==> src/rtl/tfl_pkg.sv <==
// Shared types for the tile error network.
// Assumes: one rail pair per propagated error bit; both rails active-high.
package tfl_pkg;

    // Dual-rail error bit: a = main rail, b = shadow rail.
    typedef struct packed {
        logic a;
        logic b;
    } rail_t;

    // Width helper that never returns zero.
    function automatic int safe_clog2(input int n);
        return (n > 1) ? $clog2(n) : 1;
    endfunction

endpackage

==> src/rtl/tfl_cell.sv <==
// One tile cell: ORs the local checker outputs into one tile flag and
// registers it on both rails. It extends the horizontal and vertical
// status chains with that flag and reports any rail disagreement it sees.
// Assumes: synchronous active-low reset; upset only touches the shadow rail.
module tfl_cell
    import tfl_pkg::*;
#(
    parameter int CHK = 2
) (
    input  logic           clk,
    input  logic           rst_n,
    input  logic [CHK-1:0] chk_in,
    input  logic           upset,
    input  rail_t          h_in,
    input  rail_t          v_in,
    output rail_t          h_out,
    output rail_t          v_out,
    output logic           flag_main,
    output logic           rail_mis
);

    logic  merged;
    rail_t flag_q;

    // Merge all local checkers into one tile error indication.
    always_comb merged = |chk_in;

    // Register the tile flag on both rails once per cycle.
    always_ff @(posedge clk) begin
        if (!rst_n) begin
            flag_q <= '0;
        end else begin
            flag_q.a <= merged;
            flag_q.b <= merged ^ upset;
        end
    end

    // Extend both rails of the horizontal and vertical chains.
    always_comb begin
        h_out.a = h_in.a | flag_q.a;
        h_out.b = h_in.b | flag_q.b;
        v_out.a = v_in.a | flag_q.a;
        v_out.b = v_in.b | flag_q.b;
    end

    // Compare rails of every bit this cell drives.
    always_comb begin
        flag_main = flag_q.a;
        rail_mis  = (flag_q.a ^ flag_q.b) | (h_out.a ^ h_out.b) | (v_out.a ^ v_out.b);
    end


    tile_flag_capture_chk: assert property (@(posedge clk) disable iff (!rst_n)
        ($past(rst_n) && $past(|chk_in)) |-> flag_main);

endmodule

==> src/rtl/tfl_grid.sv <==
// ROWS x COLS array of tile cells. Horizontal chains run along each row
// from column 0; vertical chains run down each column from row 0. The
// main rail of the last cell of each chain gives the row or column summary.
// Assumes: tile index r*COLS+c is the data-flow order.
module tfl_grid
    import tfl_pkg::*;
#(
    parameter int ROWS = 4,
    parameter int COLS = 4,
    parameter int CHK  = 2,
    localparam int NT  = ROWS * COLS
) (
    input  logic              clk,
    input  logic              rst_n,
    input  logic [NT*CHK-1:0] chk_err,
    input  logic [NT-1:0]     rail_upset,
    output logic [NT-1:0]     tile_flag,
    output logic [ROWS-1:0]   row_err,
    output logic [COLS-1:0]   col_err,
    output logic              net_mis
);

    rail_t       hw [ROWS][COLS+1];
    rail_t       vw [ROWS+1][COLS];
    logic [NT-1:0] mis_vec;

    for (genvar r = 0; r < ROWS; r++) begin : g_row
        assign hw[r][0] = '0;
        assign row_err[r] = hw[r][COLS].a;
        for (genvar c = 0; c < COLS; c++) begin : g_col
            localparam int IDX = r * COLS + c;
            tfl_cell #(.CHK(CHK)) u_cell (
                .clk       (clk),
                .rst_n     (rst_n),
                .chk_in    (chk_err[IDX*CHK +: CHK]),
                .upset     (rail_upset[IDX]),
                .h_in      (hw[r][c]),
                .v_in      (vw[r][c]),
                .h_out     (hw[r][c+1]),
                .v_out     (vw[r+1][c]),
                .flag_main (tile_flag[IDX]),
                .rail_mis  (mis_vec[IDX])
            );
        end
    end

    for (genvar c = 0; c < COLS; c++) begin : g_colend
        assign vw[0][c]   = '0;
        assign col_err[c] = vw[ROWS][c].a;
    end

    // Any cell reporting a rail disagreement flags the network.
    always_comb net_mis = |mis_vec;

endmodule

==> src/rtl/tfl_locator.sv <==
// Picks the flagged tile earliest in flow order, holds it until cleared,
// and keeps a sticky alarm for error-network rail disagreement.
// Assumes: tile_flag is registered; fault_clear is a one-cycle pulse.
module tfl_locator
    import tfl_pkg::*;
#(
    parameter int ROWS = 4,
    parameter int COLS = 4,
    localparam int NT  = ROWS * COLS,
    localparam int RW  = safe_clog2(ROWS),
    localparam int CW  = safe_clog2(COLS)
) (
    input  logic          clk,
    input  logic          rst_n,
    input  logic [NT-1:0] tile_flag,
    input  logic          net_mis,
    input  logic          fault_clear,
    output logic          fault_valid,
    output logic [RW-1:0] fault_row,
    output logic [CW-1:0] fault_col,
    output logic          network_fault
);

    logic          any_flag;
    logic [RW-1:0] pick_row;
    logic [CW-1:0] pick_col;
    logic          held;
    logic [RW-1:0] row_q;
    logic [CW-1:0] col_q;
    logic          net_q;

    // Priority search: lowest flow index wins, scanning from the end.
    always_comb begin
        any_flag = 1'b0;
        pick_row = '0;
        pick_col = '0;
        for (int r = ROWS - 1; r >= 0; r--) begin
            for (int c = COLS - 1; c >= 0; c--) begin
                if (tile_flag[r*COLS + c]) begin
                    any_flag = 1'b1;
                    pick_row = RW'(r);
                    pick_col = CW'(c);
                end
            end
        end
    end

    // Hold the first trusted location until clear; clear has priority.
    always_ff @(posedge clk) begin
        if (!rst_n) begin
            held  <= 1'b0;
            row_q <= '0;
            col_q <= '0;
        end else if (fault_clear) begin
            held <= 1'b0;
        end else if (!held && any_flag && !net_mis) begin
            held  <= 1'b1;
            row_q <= pick_row;
            col_q <= pick_col;
        end
    end

    // Sticky error-network alarm, released only by clear.
    always_ff @(posedge clk) begin
        if (!rst_n)           net_q <= 1'b0;
        else if (fault_clear) net_q <= 1'b0;
        else if (net_mis)     net_q <= 1'b1;
    end

    // Present the result, invalidated while the network is suspect.
    always_comb begin
        fault_valid   = held & ~net_q;
        fault_row     = row_q;
        fault_col     = col_q;
        network_fault = net_q;
    end


    location_source_chk: assert property (@(posedge clk) disable iff (!rst_n)
        $rose(fault_valid) |-> $past(any_flag));


    held_stable_chk: assert property (@(posedge clk) disable iff (!rst_n)
        (held && !fault_clear) |=> (held && $stable(row_q) && $stable(col_q)));


    clear_release_chk: assert property (@(posedge clk) disable iff (!rst_n)
        fault_clear |=> (!held && !network_fault));


    net_alarm_chk: assert property (@(posedge clk) disable iff (!rst_n)
        (net_mis && !fault_clear) |=> network_fault);


    no_capture_on_mis_chk: assert property (@(posedge clk) disable iff (!rst_n)
        (net_mis && !held) |=> !held);

endmodule

==> src/rtl/tile_fault_locator.sv <==
// Top level: tile error grid plus fault locator.
// Assumes: synchronous active-low reset; flow order is row-major.
module tile_fault_locator
    import tfl_pkg::*;
#(
    parameter int ROWS = 4,
    parameter int COLS = 4,
    parameter int CHK  = 2,
    localparam int NT  = ROWS * COLS,
    localparam int RW  = safe_clog2(ROWS),
    localparam int CW  = safe_clog2(COLS)
) (
    input  logic              clk,
    input  logic              rst_n,
    input  logic [NT*CHK-1:0] chk_err,
    input  logic [NT-1:0]     rail_upset,
    input  logic              fault_clear,
    output logic [ROWS-1:0]   row_err,
    output logic [COLS-1:0]   col_err,
    output logic              fault_valid,
    output logic [RW-1:0]     fault_row,
    output logic [CW-1:0]     fault_col,
    output logic              network_fault
);

    logic [NT-1:0] tile_flag;
    logic          net_mis;

    tfl_grid #(.ROWS(ROWS), .COLS(COLS), .CHK(CHK)) u_grid (
        .clk        (clk),
        .rst_n      (rst_n),
        .chk_err    (chk_err),
        .rail_upset (rail_upset),
        .tile_flag  (tile_flag),
        .row_err    (row_err),
        .col_err    (col_err),
        .net_mis    (net_mis)
    );

    tfl_locator #(.ROWS(ROWS), .COLS(COLS)) u_loc (
        .clk           (clk),
        .rst_n         (rst_n),
        .tile_flag     (tile_flag),
        .net_mis       (net_mis),
        .fault_clear   (fault_clear),
        .fault_valid   (fault_valid),
        .fault_row     (fault_row),
        .fault_col     (fault_col),
        .network_fault (network_fault)
    );

endmodule

==> config.mk <==
export PLATFORM = sky130hd
export DESIGN_NAME = tile_fault_locator
export DESIGN_NICKNAME = d
export VERILOG_FILES = /design/src/rtl/tfl_pkg.sv /design/src/rtl/tfl_cell.sv /design/src/rtl/tfl_grid.sv /design/src/rtl/tfl_locator.sv /design/src/rtl/tile_fault_locator.sv
export SDC_FILE = /design/constraint.sdc
export NUM_CORES = 1
export LEC_CHECK = 0
export CAP_MARGIN = 20
export CORE_ASPECT_RATIO = 0.75
export CORE_MARGIN = 2
export CORE_UTILIZATION = 25
export CTS_CLUSTER_DIAMETER = 60
export DETAILED_ROUTE_END_ITERATION = 7
export DONT_BUFFER_PORTS = 1
export PLACE_DENSITY = 0.35
export SKIP_CTS_REPAIR_TIMING = 1
export SYNTH_ARGS = -nofsm -noshare
export SYNTH_HDL_FRONTEND = slang
export SYNTH_SLANG_ARGS = --single-unit
==> constraint.sdc <==
create_clock -name clk -period 5.5 [get_ports clk]
set_input_delay 0.275 -clock clk [delete_from_list [all_inputs] [get_ports clk]]
set_output_delay 0.275 -clock clk [all_outputs]
set_load 0.005 [all_outputs]
; After elaboration in Yosys (flattened, before gate mapping)
; Cells that the tools add are included.
[word_totals]
elab_cells = 241
output_inout_bits = 14
inputBits = 51
regBits = 38
[classes]
reduce_logical = 23
n_mux = 47
bitwise_logic = 135
[ops]
columns = cell, n
row1 = 1-bit bitwise OR, 75
row2 = 2-bit two-way mux, 31
row3 = 1-bit bitwise XOR, 56
row4 = 2-bit OR reduction, 17
row5 = 1-bit two-way mux, 16
row6 = 16-bit OR reduction, 1
row7 = 1-bit inverter, 3
row8 = 1-bit logical AND, 2
row9 = 1-bit logical NOT, 2
row10 = 2-bit AND reduction, 1
row11 = 1-bit AND, 1

; Logic depth before layout (Yosys ltp)
[depth]
word_depth = 19
mapped_depth = 7
depth_no_buf = 6

; Hierarchy
; A second synthesis with hierarchy kept.
[hier_totals]
hier_cells = 300
area_unflattened_um2 = 2424.8
[modules_own_cells]
columns = mod, instances, seq_area_each_um2, area_per_inst_um2, cells_per_inst
row1 = tfl_cell, 16, 40.0, 123.9, 15
row2 = tfl_locator, 1, 120.1, 407.9, 54
row3 = tfl_grid, 1, 0.0, 35.0, 6

; Least setup slack after synthesis
; Ideal clock, no wire load.
[synth_timing]
kind = register -> register
startpoint = register u_grid.g_row[1].g_col[3].u_cell.flag_q (netlist bit u_grid.g_row[1].g_col[3].u_cell.flag_main)
endpoint = register u_loc.col_q[0] (netlist: u_loc.fault_col[0])
setup_slack_ns = 3.275
path_buffers = 1
t_arrival_ns = 2.094
t_required_ns = 5.368
period_less_slack_ns = 2.225
setup_ns = 0.132
stages_incl_launch_ff = 8
cell_sequence = dfxtp_1 -> buf_6 -> or4_2 -> xor2_1 -> o2111ai_1 -> nor4_2 -> nand3_2 -> mux2i_1
[synth_via]
word_cells_on_any_way = 34
cone_classes = mux (16) / bitwise (13) / reduce/logical (5)
[synth_rtl]
columns = item, line
row1 = start: declaration, tfl_cell.sv:23  ; rail_t flag_q;
row2 = 1-bit bitwise OR (3 in a row), tfl_cell.sv:42  ; v_out.a = v_in.a | flag_q.a;
row3 = net col_err[3], tile_fault_locator.sv:19  ; output logic [COLS-1:0] col_err,
row4 = 1-bit bitwise XOR, tfl_cell.sv:49  ; rail_mis = (flag_q.a ^ flag_q.b) | (h_out.a ^ h_out.b) | (v_out.a ^ v_out.b);
row5 = 1-bit bitwise OR, tfl_cell.sv:49
row6 = 16-bit OR reduction, tfl_grid.sv:53  ; always_comb net_mis = |mis_vec;
row7 = 1-bit logical NOT, tfl_locator.sv:56  ; end else if (!held && any_flag && !net_mis) begin
row8 = 1-bit logical AND, tfl_locator.sv:56
row9 = 2-bit AND reduction (no source line), -
row10 = end signal: assignment, tfl_locator.sv:59  ; col_q <= pick_col;
row11 = end: declaration, tfl_locator.sv:29  ; logic [CW-1:0] col_q;
; The timed path passes the listed nets, and every way through them passes these cells.
; A chain may end at the register's enable or synchronous reset.

; Worst setup path in the final report
[layout_timing]
startpoint = register u_grid.g_row[3].g_col[3].u_cell.flag_q (netlist bit u_grid.g_row[3].g_col[3].u_cell.flag_main)
endpoint = register u_loc.col_q[0] (netlist: u_loc.fault_col[0])
[layout_via]
word_cells_on_any_way = 44
cone_classes = mux (32) / bitwise (7) / reduce/logical (5)
[layout_rtl]
columns = item, line
row1 = start: declaration, tfl_cell.sv:23
row2 = 1-bit bitwise OR, tfl_cell.sv:42
row3 = net col_err[3], tile_fault_locator.sv:19
row4 = 1-bit bitwise XOR, tfl_cell.sv:49
row5 = 1-bit bitwise OR, tfl_cell.sv:49
row6 = 16-bit OR reduction, tfl_grid.sv:53
row7 = 1-bit logical NOT, tfl_locator.sv:56
row8 = 1-bit logical AND, tfl_locator.sv:56
row9 = 2-bit AND reduction (no source line), -
; The timed path passes the listed nets, and every way through them passes these cells.

==> results.sh <==
export IMPL_grt_pass1_wl_um=7389
export IMPL_reg2reg_depth=6
export IMPL_syn_to_final_growth_pct=8.926
export IMPL_powerDensity_nw_per_um2=288.9
export IMPL_syn_num_nets=274
export IMPL_dp_hpwl_um=3732
export IMPL_firstDrtPassIters=5
export IMPL_ant_nets=0
export IMPL_drive_above_1_share_pct=7.207
export IMPL_die_width_um=103.7
export IMPL_leakagePower_uw=0.0008002
export IMPL_start_util_pct=25.55
export IMPL_syn_avg_cell_area_um2=8.360
export IMPL_final_fill_count=829
export IMPL_place_gp_congestion=0.7989
export IMPL_async_flop_share_pct=0
export IMPL_syn_cell_area_um2=1864
export IMPL_drt_iter0_markers=56
export IMPL_grt_pass1_vias=1420
export IMPL_p_total_uw=586.8
export IMPL_crit_arrival_ns=2.57
export IMPL_synth_compound_area_share_pct=9.195
export IMPL_htree_levels=2
export IMPL_outcome="complete, no violations"
export IMPL_utilization_pct=27.83
export IMPL_rsz0062_at_grt="false"
export IMPL_synth_warnings=0
export IMPL_muxShareOfSynthArea_pct=2.148
export IMPL_regArea_um2=760.7
export IMPL_wl_um=4739
export IMPL_cts_tree="done"
export IMPL_root_buffer="clkbuf_8"
export IMPL_relSlewSlack_pct=39.83
export IMPL_dp_cells=316
export IMPL_cts_buffers_inserted=5
export IMPL_criticalPathCategory="flop to flop"
export IMPL_clock_fmax_mhz=414.9
export IMPL_synth_edf_count=0
export IMPL_routed_via_density=4.542
export IMPL_vias=1467
export IMPL_design_core_area_um2=7297
export IMPL_min_period_ns=2.410
export IMPL_synthFlopType="dfxtp_1"
export IMPL_cts_clk_slew_worst_paths_ns=0.08
export IMPL_ir_drop_mv=0.07704
export IMPL_drc=0
export IMPL_finalMaxSlewViolations=0
export IMPL_n_antenna_cell=0
export IMPL_setup_viol=0
export IMPL_worstMarginPinSlew_ns=0.8969
export IMPL_die_h_um=78.79
export IMPL_synthAdderAreaFrac_pct=0
export IMPL_die_area_um2=8171
export IMPL_reg2reg_from="u_grid.g_row[3].g_col[3].u_cell.flag_main"
export IMPL_hold_path_class="input port to flop"
export IMPL_grt_use_total_pct=11.81
export IMPL_finalHoldViolations=0
export IMPL_layout_common_cells="nor2_1 (58), dfxtp_1 (38), xor2_1 (31), nor3_1 (10)"
export IMPL_synthXorXnorAreaFrac_pct=15.97
export IMPL_cp_start_kind="flop"
export IMPL_synth_seq_area_share_pct=40.81
export IMPL_avgRoutedWirePerCell_um=14.67
export IMPL_synth_distinct_cells=39
export IMPL_worstPathMaxFanout=5
export IMPL_synth_seq_cells=38
export IMPL_grt_max_degree=35
export IMPL_worstReg2RegEnd="u_loc.fault_col[0]"
export IMPL_layout_cells_non_filler=323
export IMPL_clkLatencyLatePin_ns=0.29
export IMPL_required_ns=5.66
export IMPL_syn_inst=223
export IMPL_skew_ns=0.008982
export IMPL_overflow=0
export IMPL_netlist_area_leader_share_pct=40.81
export IMPL_cp_end_kind="flop"
export IMPL_cap_violations=0
export IMPL_fin_crit_sh_pct=43.82
export IMPL_yosys_area_top_type="dfxtp_1"
export IMPL_io_buffers=0
export IMPL_hold_path_end="u_loc.held"
export IMPL_min_path_cells=1
export IMPL_clock_sinks=38
export IMPL_cts_max_path_buffers=2
export IMPL_fin_nets=273
export IMPL_multi_input_area_um2=1031
export IMPL_synthTopCellsByArea="dfxtp_1 (41%), xor2_1 (15%), nor2_1 (12%)"
export IMPL_ioPinCount=65
export IMPL_grt_antenna_before_repair=0
export IMPL_final_common_cell="nor2_1"
export IMPL_synth_top_family_by_area="simple AND/OR/NAND/NOR gates"
export IMPL_row_count=27
export IMPL_holdCritStartpoint="fault_clear"
export IMPL_rrSetupSlack_ns=3.09
export IMPL_setup_tns_ns=0
export IMPL_synth_simple_area_share_pct=27.99
-- routing by layer --
metal	track usage [%]	vias up	wire length (um)
li1	-	750	-
met3	3.448	2	381
met2	16.95	58	1861
met1	17.08	657	2473
met4	3.243	0	23
met5	0	-	0
-- metrics by stage --
step | instance area (um^2) | setup slack, ns | hold slack (ns)
3_5_place_dp | 1952 | 3.071 | 0.3841
3_3_place_gp | 1952 | 3.119 | 0.3818
5_1_grt | 2031 | 2.901 | 0.08024
6_report | 2031 | 3.090 | 0.07476
4_1_cts | 2031 | 3.056 | 0.06813
2_1_floorplan | 1864 | 3.275 | 0.3774
-- worst max-delay path by stage --
| stage | from | to | slack, ns |
|---|---|---|---|
| 2_1_floorplan | u_grid.g_row[1].g_col[3].u_cell.flag_main | u_loc.fault_col[0] | 3.27 |
| 3_3_place_gp | u_grid.g_row[1].g_col[3].u_cell.flag_main | u_loc.fault_col[0] | 3.12 |
| 3_5_place_dp | u_grid.g_row[1].g_col[3].u_cell.flag_main | u_loc.fault_col[0] | 3.07 |
| 4_1_cts | u_grid.g_row[1].g_col[3].u_cell.flag_main | u_loc.fault_col[0] | 3.06 |
| 5_1_grt | u_grid.g_row[1].g_col[3].u_cell.flag_main | u_loc.held | 2.90 |
| 6_report | u_grid.g_row[3].g_col[3].u_cell.flag_main | u_loc.fault_col[0] | 3.09 |
-- flip-flops by register name, summed over array words and instances, names as in the netlist --
signal / cells
u_loc.network_fault: 1
u_grid.g_row.g_col.u_cell.flag_q: 16
u_loc.fault_row: 2
u_grid.g_row.g_col.u_cell.flag_main: 16
u_loc.fault_col: 2
u_loc.held: 1
-- power breakdown --
part	internal (uW)	switching, uW	total (uW)
Sequential	293	27.6	321
Combinational	37.1	45.6	82.7
Clock	85.2	98.3	183
-- cell type report --
type                    instances  area share (%)
clock inverters                 2          0.4929
clock buffers                   5           3.389
flip-flops and latches         38           37.46
well taps                     101           6.223
inverters                       9           1.664
multi-input cells             168           50.77
-- worst max-delay path, stage by stage (launching register included) --
cell and delay, ns:
dfxtp_1 0.38, or4_2 0.75, xor2_1 0.20, o2111ai_1 0.15
nor4_2 0.42, nand3_2 0.23, mux2i_1 0.16
-- cell usage after synthesis, types with 4 or more instances --
library cell / count
clkbuf_1: 6
nand2_1: 8
nor2_1: 58
xor2_1: 31
dfxtp_1: 38
inv_1: 8
nor4_1: 7
mux2i_1: 4
nor2b_1: 5
nor3_1: 10
-- logic make-up (layout without fill, tap and decap cells) --
kind of cell / after synthesis / after routing
flip-flops: 38 / 38
AND/OR/NAND/NOR: 108 / 108
multiplexers: 4 / 4
AO/OA/AOI/OAI: 22 / 22
XOR/XNOR: 34 / 34
buffers and inverters: 17 / 16
No activity file was read; power rests on OpenSTA's default activity.
